**config.mk**
```make
export PLATFORM = sky130hd
export DESIGN_NAME = march_bist
export DESIGN_NICKNAME = d
export VERILOG_FILES = /design/src/rtl/march_bist_pkg.sv /design/src/rtl/march_bist_seq.sv /design/src/rtl/march_bist_cmp.sv /design/src/rtl/march_bist.sv
export SDC_FILE = /design/constraint.sdc
export NUM_CORES = 1
export LEC_CHECK = 0
export BUFFER_PORTS_ARGS = -buffer_cell sky130_fd_sc_hd__buf_2
export CAP_MARGIN = 20
export CORE_MARGIN = 1.5
export CORE_UTILIZATION = 50
export DETAILED_ROUTE_END_ITERATION = 10
export HOLD_SLACK_MARGIN = 0.12
export PLACE_DENSITY_LB_ADDON = 0.3
export SLEW_MARGIN = 25
export SYNTH_ARGS = -nofsm -noshare
export SYNTH_HDL_FRONTEND = slang
export SYNTH_SLANG_ARGS = --single-unit
```
**constraint.sdc**
```tcl
create_clock -name clk -period 2.6 [get_ports clk]
set_clock_uncertainty 0.15 [all_clocks]
set_input_delay 0.26 -clock clk [delete_from_list [all_inputs] [get_ports clk]]
set_output_delay 0.26 -clock clk [all_outputs]
set_load 0.1 [all_outputs]
```
**src/rtl/march_bist_pkg.sv**
```systemverilog
package march_bist_pkg;

   // One March element: direction, optional read and its polarity,
   // optional write and its polarity.
   typedef struct packed {
      logic down;
      logic rd;
      logic rd_one;
      logic wr;
      logic wr_one;
   } march_elem_t;

   localparam int ELEM_CNT = 6;
   localparam int ELEM_W   = 3;
   localparam logic [ELEM_W-1:0] ELEM_LAST = ELEM_W'(ELEM_CNT - 1);

   function automatic march_elem_t elem_info(input logic [ELEM_W-1:0] idx);
      march_elem_t e;
      case (idx)
         3'd0:    e = '{down:1'b0, rd:1'b0, rd_one:1'b0, wr:1'b1, wr_one:1'b0};
         3'd1:    e = '{down:1'b0, rd:1'b1, rd_one:1'b0, wr:1'b1, wr_one:1'b1};
         3'd2:    e = '{down:1'b0, rd:1'b1, rd_one:1'b1, wr:1'b1, wr_one:1'b0};
         3'd3:    e = '{down:1'b1, rd:1'b1, rd_one:1'b0, wr:1'b1, wr_one:1'b1};
         3'd4:    e = '{down:1'b1, rd:1'b1, rd_one:1'b1, wr:1'b1, wr_one:1'b0};
         default: e = '{down:1'b0, rd:1'b1, rd_one:1'b0, wr:1'b0, wr_one:1'b0};
      endcase
      return e;
   endfunction

endpackage

```
**src/rtl/march_bist_seq.sv**
```systemverilog
module march_bist_seq
   import march_bist_pkg::*;
#(
   parameter int ADDR_W = 16,
   parameter int DATA_W = 8,
   parameter int MEM_CNT = 2,
   parameter int MEM_W = 1,
   parameter logic [DATA_W-1:0] BACKGROUND = '0
) (
   input  logic              clk,
   input  logic              rst_n,
   input  logic              start,
   output logic              clr,
   output logic              rd_issue,
   output logic              wr_issue,
   output logic [MEM_W-1:0]  acc_mem,
   output logic [ADDR_W-1:0] acc_addr,
   output logic [DATA_W-1:0] acc_wdata,
   output logic [DATA_W-1:0] acc_expect,
   output logic              done
);

   localparam logic [ADDR_W-1:0] ADDR_MAX = '1;
   localparam logic [MEM_W-1:0]  MEM_LAST = MEM_W'(MEM_CNT - 1);

   typedef enum logic [1:0] {S_IDLE, S_RUN, S_FLUSH, S_DONE} seq_state_t;

   seq_state_t        st_q;
   logic [MEM_W-1:0]  mem_q;
   logic [ELEM_W-1:0] elem_q;
   logic [ADDR_W-1:0] addr_q;
   logic              phase_q;

   march_elem_t e, e_next;
   logic at_end, step_last, accept;

   always_comb begin
      e         = elem_info(elem_q);
      e_next    = elem_info(elem_q + 1'b1);
      at_end    = e.down ? (addr_q == '0) : (addr_q == ADDR_MAX);
      step_last = !(e.rd && e.wr) || phase_q;
      accept    = start && (st_q == S_IDLE || st_q == S_DONE);
   end

   always_ff @(posedge clk or negedge rst_n) begin
      if (!rst_n) begin
         st_q    <= S_IDLE;
         mem_q   <= '0;
         elem_q  <= '0;
         addr_q  <= '0;
         phase_q <= 1'b0;
      end else if (accept) begin
         st_q    <= S_RUN;
         mem_q   <= '0;
         elem_q  <= '0;
         addr_q  <= '0;
         phase_q <= 1'b0;
      end else begin
         case (st_q)
            S_RUN: begin
               if (!step_last) begin
                  phase_q <= 1'b1;
               end else begin
                  phase_q <= 1'b0;
                  if (!at_end) begin
                     addr_q <= e.down ? addr_q - 1'b1 : addr_q + 1'b1;
                  end else if (elem_q != ELEM_LAST) begin
                     elem_q <= elem_q + 1'b1;
                     addr_q <= e_next.down ? ADDR_MAX : '0;
                  end else if (mem_q != MEM_LAST) begin
                     mem_q  <= mem_q + 1'b1;
                     elem_q <= '0;
                     addr_q <= '0;
                  end else begin
                     st_q <= S_FLUSH;
                  end
               end
            end
            S_FLUSH: st_q <= S_DONE;
            default: st_q <= st_q;
         endcase
      end
   end

   always_comb begin
      clr        = accept;
      rd_issue   = (st_q == S_RUN) && e.rd && !phase_q;
      wr_issue   = (st_q == S_RUN) && e.wr && (phase_q || !e.rd);
      acc_mem    = mem_q;
      acc_addr   = addr_q;
      acc_wdata  = e.wr_one ? ~BACKGROUND : BACKGROUND;
      acc_expect = e.rd_one ? ~BACKGROUND : BACKGROUND;
      done       = (st_q == S_DONE);
   end

   // A start pulse in mid-run must not disturb the sequence.
   assert_start_ignored_R2: assert property (@(posedge clk) disable iff (!rst_n)
      (st_q == S_RUN && start) |=> (st_q == S_RUN || st_q == S_FLUSH));

   // While running, exactly one access is issued each cycle.
   assert_at_speed_R4: assert property (@(posedge clk) disable iff (!rst_n)
      (st_q == S_RUN) |-> (rd_issue ^ wr_issue));

endmodule

```
**src/rtl/march_bist_cmp.sv**
```systemverilog
module march_bist_cmp #(
   parameter int ADDR_W = 16,
   parameter int DATA_W = 8,
   parameter int MEM_CNT = 2,
   parameter int MEM_W = 1
) (
   input  logic                      clk,
   input  logic                      rst_n,
   input  logic                      clr,
   input  logic                      rd_issue,
   input  logic [MEM_W-1:0]          acc_mem,
   input  logic [ADDR_W-1:0]         acc_addr,
   input  logic [DATA_W-1:0]         acc_expect,
   input  logic [MEM_CNT*DATA_W-1:0] rdata_bus,
   output logic                      fail,
   output logic [MEM_W-1:0]          fail_mem,
   output logic [ADDR_W-1:0]         fail_addr,
   output logic [DATA_W-1:0]         fail_rdata,
   output logic [DATA_W-1:0]         fail_expect
);

   // Read issued last cycle: its context waits for the data.
   logic              pv_q;
   logic [MEM_W-1:0]  pmem_q;
   logic [ADDR_W-1:0] paddr_q;
   logic [DATA_W-1:0] pexp_q;

   logic [DATA_W-1:0] rd_sel;
   logic              miscmp;

   always_comb begin
      rd_sel = '0;
      for (int g = 0; g < MEM_CNT; g++) begin
         if (pmem_q == MEM_W'(g)) rd_sel = rdata_bus[g*DATA_W +: DATA_W];
      end
      miscmp = pv_q && (rd_sel != pexp_q);
   end

   always_ff @(posedge clk or negedge rst_n) begin
      if (!rst_n) begin
         pv_q    <= 1'b0;
         pmem_q  <= '0;
         paddr_q <= '0;
         pexp_q  <= '0;
      end else begin
         pv_q    <= rd_issue && !clr;
         pmem_q  <= acc_mem;
         paddr_q <= acc_addr;
         pexp_q  <= acc_expect;
      end
   end

   always_ff @(posedge clk or negedge rst_n) begin
      if (!rst_n) begin
         fail        <= 1'b0;
         fail_mem    <= '0;
         fail_addr   <= '0;
         fail_rdata  <= '0;
         fail_expect <= '0;
      end else if (clr) begin
         fail        <= 1'b0;
         fail_mem    <= '0;
         fail_addr   <= '0;
         fail_rdata  <= '0;
         fail_expect <= '0;
      end else if (miscmp) begin
         fail        <= 1'b1;
         fail_mem    <= pmem_q;
         fail_addr   <= paddr_q;
         fail_rdata  <= rd_sel;
         fail_expect <= pexp_q;
      end
   end

   assert_fail_sticky_R5: assert property (@(posedge clk) disable iff (!rst_n)
      (fail && !clr) |=> fail);

   assert_last_record_R6: assert property (@(posedge clk) disable iff (!rst_n)
      (miscmp && !clr) |=> (fail_addr == $past(paddr_q) && fail_mem == $past(pmem_q)));

   assert_fail_cleared_R8: assert property (@(posedge clk) disable iff (!rst_n)
      clr |=> !fail);

endmodule

```
**src/rtl/march_bist.sv**
```systemverilog
module march_bist #(
   parameter int ADDR_W = 16,
   parameter int DATA_W = 8,
   parameter int MEM_CNT = 2,
   parameter logic [DATA_W-1:0] BACKGROUND = '0,
   parameter int MEM_W = (MEM_CNT > 1) ? $clog2(MEM_CNT) : 1
) (
   input  logic                      clk,
   input  logic                      rst_n,
   input  logic                      start,
   output logic [ADDR_W-1:0]         mem_addr,
   output logic [DATA_W-1:0]         mem_wdata,
   output logic [MEM_CNT-1:0]        mem_we,
   output logic [MEM_CNT-1:0]        mem_re,
   input  logic [MEM_CNT*DATA_W-1:0] mem_rdata,
   output logic                      done,
   output logic                      fail,
   output logic [MEM_W-1:0]          fail_mem,
   output logic [ADDR_W-1:0]         fail_addr,
   output logic [DATA_W-1:0]         fail_rdata,
   output logic [DATA_W-1:0]         fail_expect
);

   if (ADDR_W < 1 || ADDR_W > 30) begin : g_bad_addr
      $error("march_bist: ADDR_W out of range");
   end
   if (DATA_W < 1) begin : g_bad_data
      $error("march_bist: DATA_W must be positive");
   end
   if (MEM_CNT < 1 || MEM_W < 1 || (1 << MEM_W) < MEM_CNT) begin : g_bad_mem
      $error("march_bist: MEM_CNT/MEM_W inconsistent");
   end

   logic              clr, rd_issue, wr_issue;
   logic [MEM_W-1:0]  acc_mem;
   logic [DATA_W-1:0] acc_expect;

   march_bist_seq #(
      .ADDR_W(ADDR_W), .DATA_W(DATA_W), .MEM_CNT(MEM_CNT),
      .MEM_W(MEM_W), .BACKGROUND(BACKGROUND)
   ) u_seq (
      .clk(clk), .rst_n(rst_n), .start(start), .clr(clr),
      .rd_issue(rd_issue), .wr_issue(wr_issue), .acc_mem(acc_mem),
      .acc_addr(mem_addr), .acc_wdata(mem_wdata), .acc_expect(acc_expect),
      .done(done)
   );

   // Per-memory strobe decode.
   for (genvar g = 0; g < MEM_CNT; g++) begin : g_strobe
      assign mem_we[g] = wr_issue && (acc_mem == MEM_W'(g));
      assign mem_re[g] = rd_issue && (acc_mem == MEM_W'(g));
   end

   march_bist_cmp #(
      .ADDR_W(ADDR_W), .DATA_W(DATA_W), .MEM_CNT(MEM_CNT), .MEM_W(MEM_W)
   ) u_cmp (
      .clk(clk), .rst_n(rst_n), .clr(clr), .rd_issue(rd_issue),
      .acc_mem(acc_mem), .acc_addr(mem_addr), .acc_expect(acc_expect),
      .rdata_bus(mem_rdata), .fail(fail), .fail_mem(fail_mem),
      .fail_addr(fail_addr), .fail_rdata(fail_rdata), .fail_expect(fail_expect)
   );

   assert_one_strobe_R3: assert property (@(posedge clk) disable iff (!rst_n)
      $onehot0({mem_we, mem_re}));

   assert_quiet_when_done_R4: assert property (@(posedge clk) disable iff (!rst_n)
      done |-> (mem_we == '0 && mem_re == '0));

   assert_done_hold_R2: assert property (@(posedge clk) disable iff (!rst_n)
      (done && !start) |=> done);

endmodule

```
==> results of run 1 <==
## tightest hold or removal path, delay by kind of cell
kind | cells | cell delay (ps)
buffers and inverters | 1 | 100
muxes | 1 | 140
AOI/OAI and AO/OA | 1 | 90
## final cells by class
cell class / instances / area share
timing repair buffer: 141 / 0.176
tap: 102 / 0.0233
sequential: 69 / 0.319
clock inverter: 5 / 0.0151
clock buffer: 11 / 0.0258
multi-input combinational: 266 / 0.412
timing repair inverter: 1 / 0.00114
inverter: 39 / 0.0276
## stage by stage
step / total power [mW] / hold slack [ps] / utilization / instances / setup TNS (ps)
finish: 2.19 / 126 / 0.712 / 634 / -1120
global route: 2.26 / 136 / 0.712 / 634 / -1890
CTS: 2.21 / 121 / 0.691 / 628 / -298
detailed placement: 1.23 / 145 / 0.627 / 605 / -766
global placement: 1.23 / 145 / 0.627 / 605 / -267
floorplan: 1.18 / -186 / - / 406 / -766
## synthesized netlist by cell type (all sizes together) (4+ instances only)
master    n  area [um2]
a211oi    7        52.6
a21o      5        37.5
a21oi    22         110
a22o      7        61.3
and2      4        25.0
buf      20         144
clkbuf   12        45.0
dfrtp    69        1730
ha       18         225
inv      39         149
mux2      9         105
mux2i     7        70.1
nand2    33         124
nand2b    4        25.0
nand3     5        25.0
nand4     9        56.3
nor2     26        97.6
nor3     11        55.1
nor4      9        56.3
o211ai    5        37.5
o21ai    11        55.1
o2bb2ai  27         236
xnor2     8        70.1
## sequential cells by signal (all words and copies together) (netlist names)
register and count:
u_cmp.fail 1, u_cmp.pv_q 1, u_cmp.fail_expect 1, u_seq.st_q 2
u_seq.phase_q 1, u_cmp.pmem_q 1, u_seq.elem_q 3, u_cmp.pexp_q 1
u_seq.acc_addr 16, u_cmp.paddr_q 16, u_cmp.fail_addr 16, u_cmp.fail_mem 1
u_seq.acc_mem 1, u_cmp.fail_rdata 8
## cells by family after synthesis
family | count (synthesis) | share of synthesized area
AOI/OAI and AO/OA | 107 | 0.203
adders and majority gates | 20 | 0.0648
DFF | 69 | 0.438
muxes | 16 | 0.0445
buffers and inverters | 71 | 0.0857
xor gates and xnor gates | 10 | 0.0222
and+or+nand+nor | 113 | 0.142
## power by group through the flow
stage	registers (mW)	clock network, mW	logic (mW)
2_1_floorplan	1.16	0	0.0189
3_3_place_gp	1.10	0	0.125
3_5_place_dp	1.10	0	0.127
4_1_cts	1.08	0.997	0.129
5_1_grt	1.08	1.04	0.137
6_report	1.08	0.986	0.126
## metal layers
layer	global-route usage	up-vias
met5	0	-
met4	0.0962	0
met2	0.426	148
met1	0.340	1742
met3	0.0398	21
li1	-	1688
## worst max-delay path by stage
| stage | slack [ps] | end |
|---|---|---|
| 2_1_floorplan | -190 | mem_re[0] |
| 3_3_place_gp | -70 | u_seq.acc_addr[14] |
| 3_5_place_dp | -130 | u_seq.acc_addr[10] |
| 4_1_cts | -110 | u_seq.acc_addr[14] |
| 5_1_grt | -280 | u_seq.acc_addr[14] |
| 6_report | -190 | u_seq.acc_addr[10] |
## repair_timing
item,in CTS,in global routing
gates resized for setup,41,30
setup endpoints to repair,9,26
endpoints found under the hold margin,25,0
cloned,1,0
buffers inserted,5,6
pin swaps,12,10
hold buffers,1,0
==> impl_metrics.ini, run 1 <==
[sta]
slew_headroom = 0.613
fin_ws_ps = -189
period_needed_ps = 2790
rsz0062_at_grt = yes
finalSetupViolCount = 10
tightest_slew_ps = 581
max_freq_ghz = 0.359
finalHoldViolCount = 0
post-route-period-util = 1.07
drv_slew = 0

[cts]
numCtsBuffers = 9
ctsRootBufferMaster = clkbuf_8
clock_path_buffers = 2
cts_tree = done
clkSlewWorstSetupHoldPaths_ps = 80
htree_levels = 3
clock_sinks = 69
clock_latency_ps = 350

[die]
die_h_um = 91.8
boundaryPins = 82
fp.dieW_um = 91.8
rows = 32
dieArea_mm2 = 0.00842
coreArea_mm2 = 0.00769
start_util = 0.513

[worst_setup_path]
startpoint = u_seq.elem_q[0]
critical_path_class = flop to flop
timing.reg2reg.setup_slack_ps = -190
crit_buf_inv = 1
critical_path.most_common_cell = nor2b_4
reg2reg_to = u_seq.acc_addr[10]
critPathArrivalTime_ps = 2880
crit_chain = nor2b_4, a22oi_4, inv_6, ha_4, nor2b_4, o2111ai_4, a311oi_2, or4_1, a32o_1
worstPathRequired_ps = 2690
start_kind = flop
path_max_fanout = 5
reg2reg_depth = 9
r2r_start = u_seq.elem_q[0]
endpoint_kind = flop
path_delay_family = compound AO/OA/AOI/OAI gates
critPathSlowestCell = or4_1
crit_cells = 9
crit_path_max_incr_delay_ps = 500

[global_routing]
grt_pass1_wl_um = 17000
track_usage = 0.257
grt_pass1_vias = 3478
grt_max_degree = 45
grt_overflow_total = 0
grt_antenna_before_repair = 0

[route]
num_vias = 3599
drc = 0
drtAntennaViolNets = 0
via_per_inst = 5.68
route.met2.wl_um = 5260
drt_iter0_drc = 228
highest_layer = met4
dr.pass1.iters = 4
wl_met1_um = 4740
wl_met3_um = 696
wl_per_cell_um = 17.2
totalWireLength_um = 10900

[place]
placed_area_mm2 = 0.00482
gp_congestion = 0.887
pre_cts_ws_ps = -132
hpwlAfterDp_um = 7180
io_buffers = 81

[pwr]
peakVddDrop_mv = 0.286
pwr-share-clk = 0.449
power_switching_mw = 0.514
p_leak_nw = 2.57
internal_power_mw = 1.68
switching_share = 0.234
power.density_mw_per_mm2 = 401
pwr-share-comb = 0.058
power_frac_seq = 0.493

[layout]
multiInputGateArea_mm2 = 0.00226
drive_above_1_share = 0.436
layout_common_cells = buf_2, buf_4, dfrtp_1
final_common_cell = buf_2
design_area_mm2 = 0.00548
ff_latch_area_mm2 = 0.00175
antenna_cells = 0
syn2layout_area_growth_pct = 39.0
num-nets-final = 565
fillers = 555

[worst_hold_path]
hold_end = u_cmp.fail_rdata[1]
min_from = mem_rdata[1]
min_path_type = primary input to flop
whs_path_depth = 3

[logic_synthesis]
ys_seq_area_frac = 0.438
ys_warn_count = 0
yosys.cell_types.count = 56
ys_ff_latch = 69
async_flop_share = 1.00
synth_flop_cell = dfrtp_1
synth.avg_cell_area_um2 = 9.70
synth_edf_count = 0
netlist_area_mm2 = 0.00394
syn_nets = 444
synthCells = 406

[status]
failed_checks = negative setup slack
status = finished with violations

[run]
cap_violations = 0
Note: power is estimated with default switching activity, not from simulation.
==> run 2: changes to the inputs <==
Settings changed: ABC_AREA set to 1, CORE_UTILIZATION 50 to 51, REMOVE_ABC_BUFFERS set to 1.
==> impl_metrics.ini, run 2 <==
[logic_synthesis]
async_flop_share = 1.00
ys_warn_count = 0
synth_top_family_by_area = simple AND/OR/NAND/NOR gates
ys_ff_latch = 69
muxShareOfSynthArea = 0
yosys.cell_types.count = 35
synth.avg_cell_area_um2 = 7.53
synthCells = 582
yosysTopAreaCell = dfrtp_1
synth_edf_count = 0
synth_most_common_cell = nand2_1
netlist_area_mm2 = 0.00438
synth-compound-area-share = 0.0431
synth_flop_cell = dfrtp_1
synthSimpleGateAreaFrac = 0.377
ys_top_cells_by_count = nand2_1, inv_1, dfrtp_1
yosysTopAreaCellShare = 0.394
ys_seq_area_frac = 0.394
netlist_top_cells_area = dfrtp_1, nand2_1, inv_1
synthAdderAreaFrac = 0.0560
synth-xor-area-share = 0.0140

[route]
dr.pass1.iters = 4
wl_per_cell_um = 13.0
totalWireLength_um = 9990
drt_iter0_drc = 211
via_per_inst = 5.09
num_vias = 3919
drtAntennaViolNets = 0
drc = 0

[worst_setup_path]
start_kind = flop
timing.reg2reg.setup_slack_ps = 170
reg2reg_to = u_seq.acc_addr[13]
crit_chain = inv_2, nand3_1, nand2_4, buf_4, ha_1, nand2_1, nor2_2, and2_1, nand2_1, nand3_1, nand3_1, nand2_1, nand2_1
worstPathRequired_ps = 2660
crit_buf_inv = 2
crit_cells = 13
critical_path_class = flop to flop
crit_end = u_seq.acc_addr[13]
critPathSlowestCell = dfrtp_1
critPathArrivalTime_ps = 2500
path_delay_family = simple AND/OR/NAND/NOR gates
reg2reg_depth = 13
startpoint = u_seq.elem_q[2]
path_max_fanout = 8
critical_path.most_common_cell = nand2_1
r2r_start = u_seq.elem_q[2]
crit_path_max_incr_delay_ps = 410
endpoint_kind = flop

[cts]
ctsRootBufferMaster = clkbuf_8
clock_path_buffers = 2
htree_levels = 3
numCtsBuffers = 9
cts_tree = done
clock_latency_ps = 330
clock_sinks = 69
clkSlewWorstSetupHoldPaths_ps = 70

[sta]
tightest_slew_ps = 851
period_needed_ps = 2430
fin_ws_ps = 167
finalSetupViolCount = 0
finalHoldViolCount = 0
drv_slew = 0
post-route-period-util = 0.936
max_freq_ghz = 0.411
slew_headroom = 0.432

[global_routing]
grt_max_degree = 55
track_usage = 0.226
grt_busiest_layer = met2
grt_antenna_before_repair = 0
grt_pass1_vias = 3532
grt_pass1_wl_um = 16100
grt_overflow_total = 0
grtUsageMet3 = 0.0395
grt_util_met1 = 0.305
met2_usage = 0.377

[die]
dieArea_mm2 = 0.00916
fp.dieW_um = 95.7
start_util = 0.531
coreArea_mm2 = 0.00826
rows = 33
die_h_um = 95.7
boundaryPins = 82

[run]
cap_violations = 0

[layout]
syn2layout_area_growth_pct = 15.8
final_core_util = 0.614
layout_common_cells = nand2_1, buf_2, inv_1
final_common_cell = nand2_1
antenna_cells = 0
ff_latch_area_mm2 = 0.00173
drive_above_1_share = 0.241
fillers = 736
multiInputGateArea_mm2 = 0.00218
num-nets-final = 699

[pwr]
p_leak_nw = 2.97
power.density_mw_per_mm2 = 830
peakVddDrop_mv = 0.617

[worst_hold_path]
min_path_type = primary input to flop

[status]
status = finished, final reports clean

[place]
gp_congestion = 0.911
pre_cts_ws_ps = 42.4
hpwlAfterDp_um = 7590
io_buffers = 81
==> run 2: cell families (layout without fill, tap and decap cells) <==
family	after synthesis	count (layout)
AND/OR/NAND/NOR	353	353
buffers and inverters	104	187
flip-flops	69	69
AO/OA/AOI/OAI	30	30
adder cells (fa/ha/maj)	19	19
XOR/XNOR	7	7
==> run 2: layer usage <==
layer / share of wire / wire length (um) / vias up
met3: 0.051 / 507 / 11
met4: 0.0088 / 88 / 0
met5: 0 / 0 / -
met2: 0.49 / 4920 / 97
li1: - / - / 2008
met1: 0.45 / 4480 / 1803
==> run 2: repair_timing <==
action,CTS,global route
hold endpoints to repair,35,0
buffers inserted,0,8
setup endpoints to repair,0,12
hold buffers,1,0
resized for setup,0,15
==> run 2: layout make-up <==
type,instances,area share
inverters,73,0.0540
clock inverters,3,0.00395
clock buffers,12,0.0326
well taps,105,0.0259
multi-input cells,409,0.429
flip-flops and latches,69,0.341
repair buffers,99,0.113
==> run 2: worst min-delay path by stage <==
stage                       from                  end  cells past startpoint
floorplan                  rst_n           u_cmp.fail                      0
global placement           rst_n    u_seq.acc_addr[9]                      1
detailed placement         rst_n    u_seq.acc_addr[9]                      1
CTS                 mem_rdata[1]  u_cmp.fail_rdata[1]                      5
global route        mem_rdata[1]  u_cmp.fail_rdata[1]                      5
finish              mem_rdata[1]  u_cmp.fail_rdata[1]                      5
==> run 2: through the flow <==
| stage | setup TNS (ps) | hold slack (ps) | cells | area (um2) | power [mW] |
|---|---|---|---|---|---|
| 2_1_floorplan | -60330 | -186 | 551 | 4150 | 2.79 |
| 3_3_place_gp | 0 | 250 | 746 | 4770 | 3.38 |
| 3_5_place_dp | 0 | 262 | 746 | 4770 | 3.42 |
| 4_1_cts | 0 | 163 | 762 | 4960 | 4.22 |
| 5_1_grt | -4.69 | 181 | 770 | 5070 | 4.46 |
| 6_report | 0 | 171 | 770 | 5070 | 4.21 |
==> run 2: worst reg2reg max path: cells and delay by family, from the launching register on <==
family        cells  cell delay (ps)
simple gates     10             1130
flops             1              410
fa+ha+maj         1              390
buf+inv           2              240
==> run 2: report_power, final <==
group	total, mW	switching [mW]	internal (mW)
clock	0.795	0.378	0.418
sequential	1.31	0.103	1.20
combinational	2.11	1.74	0.363
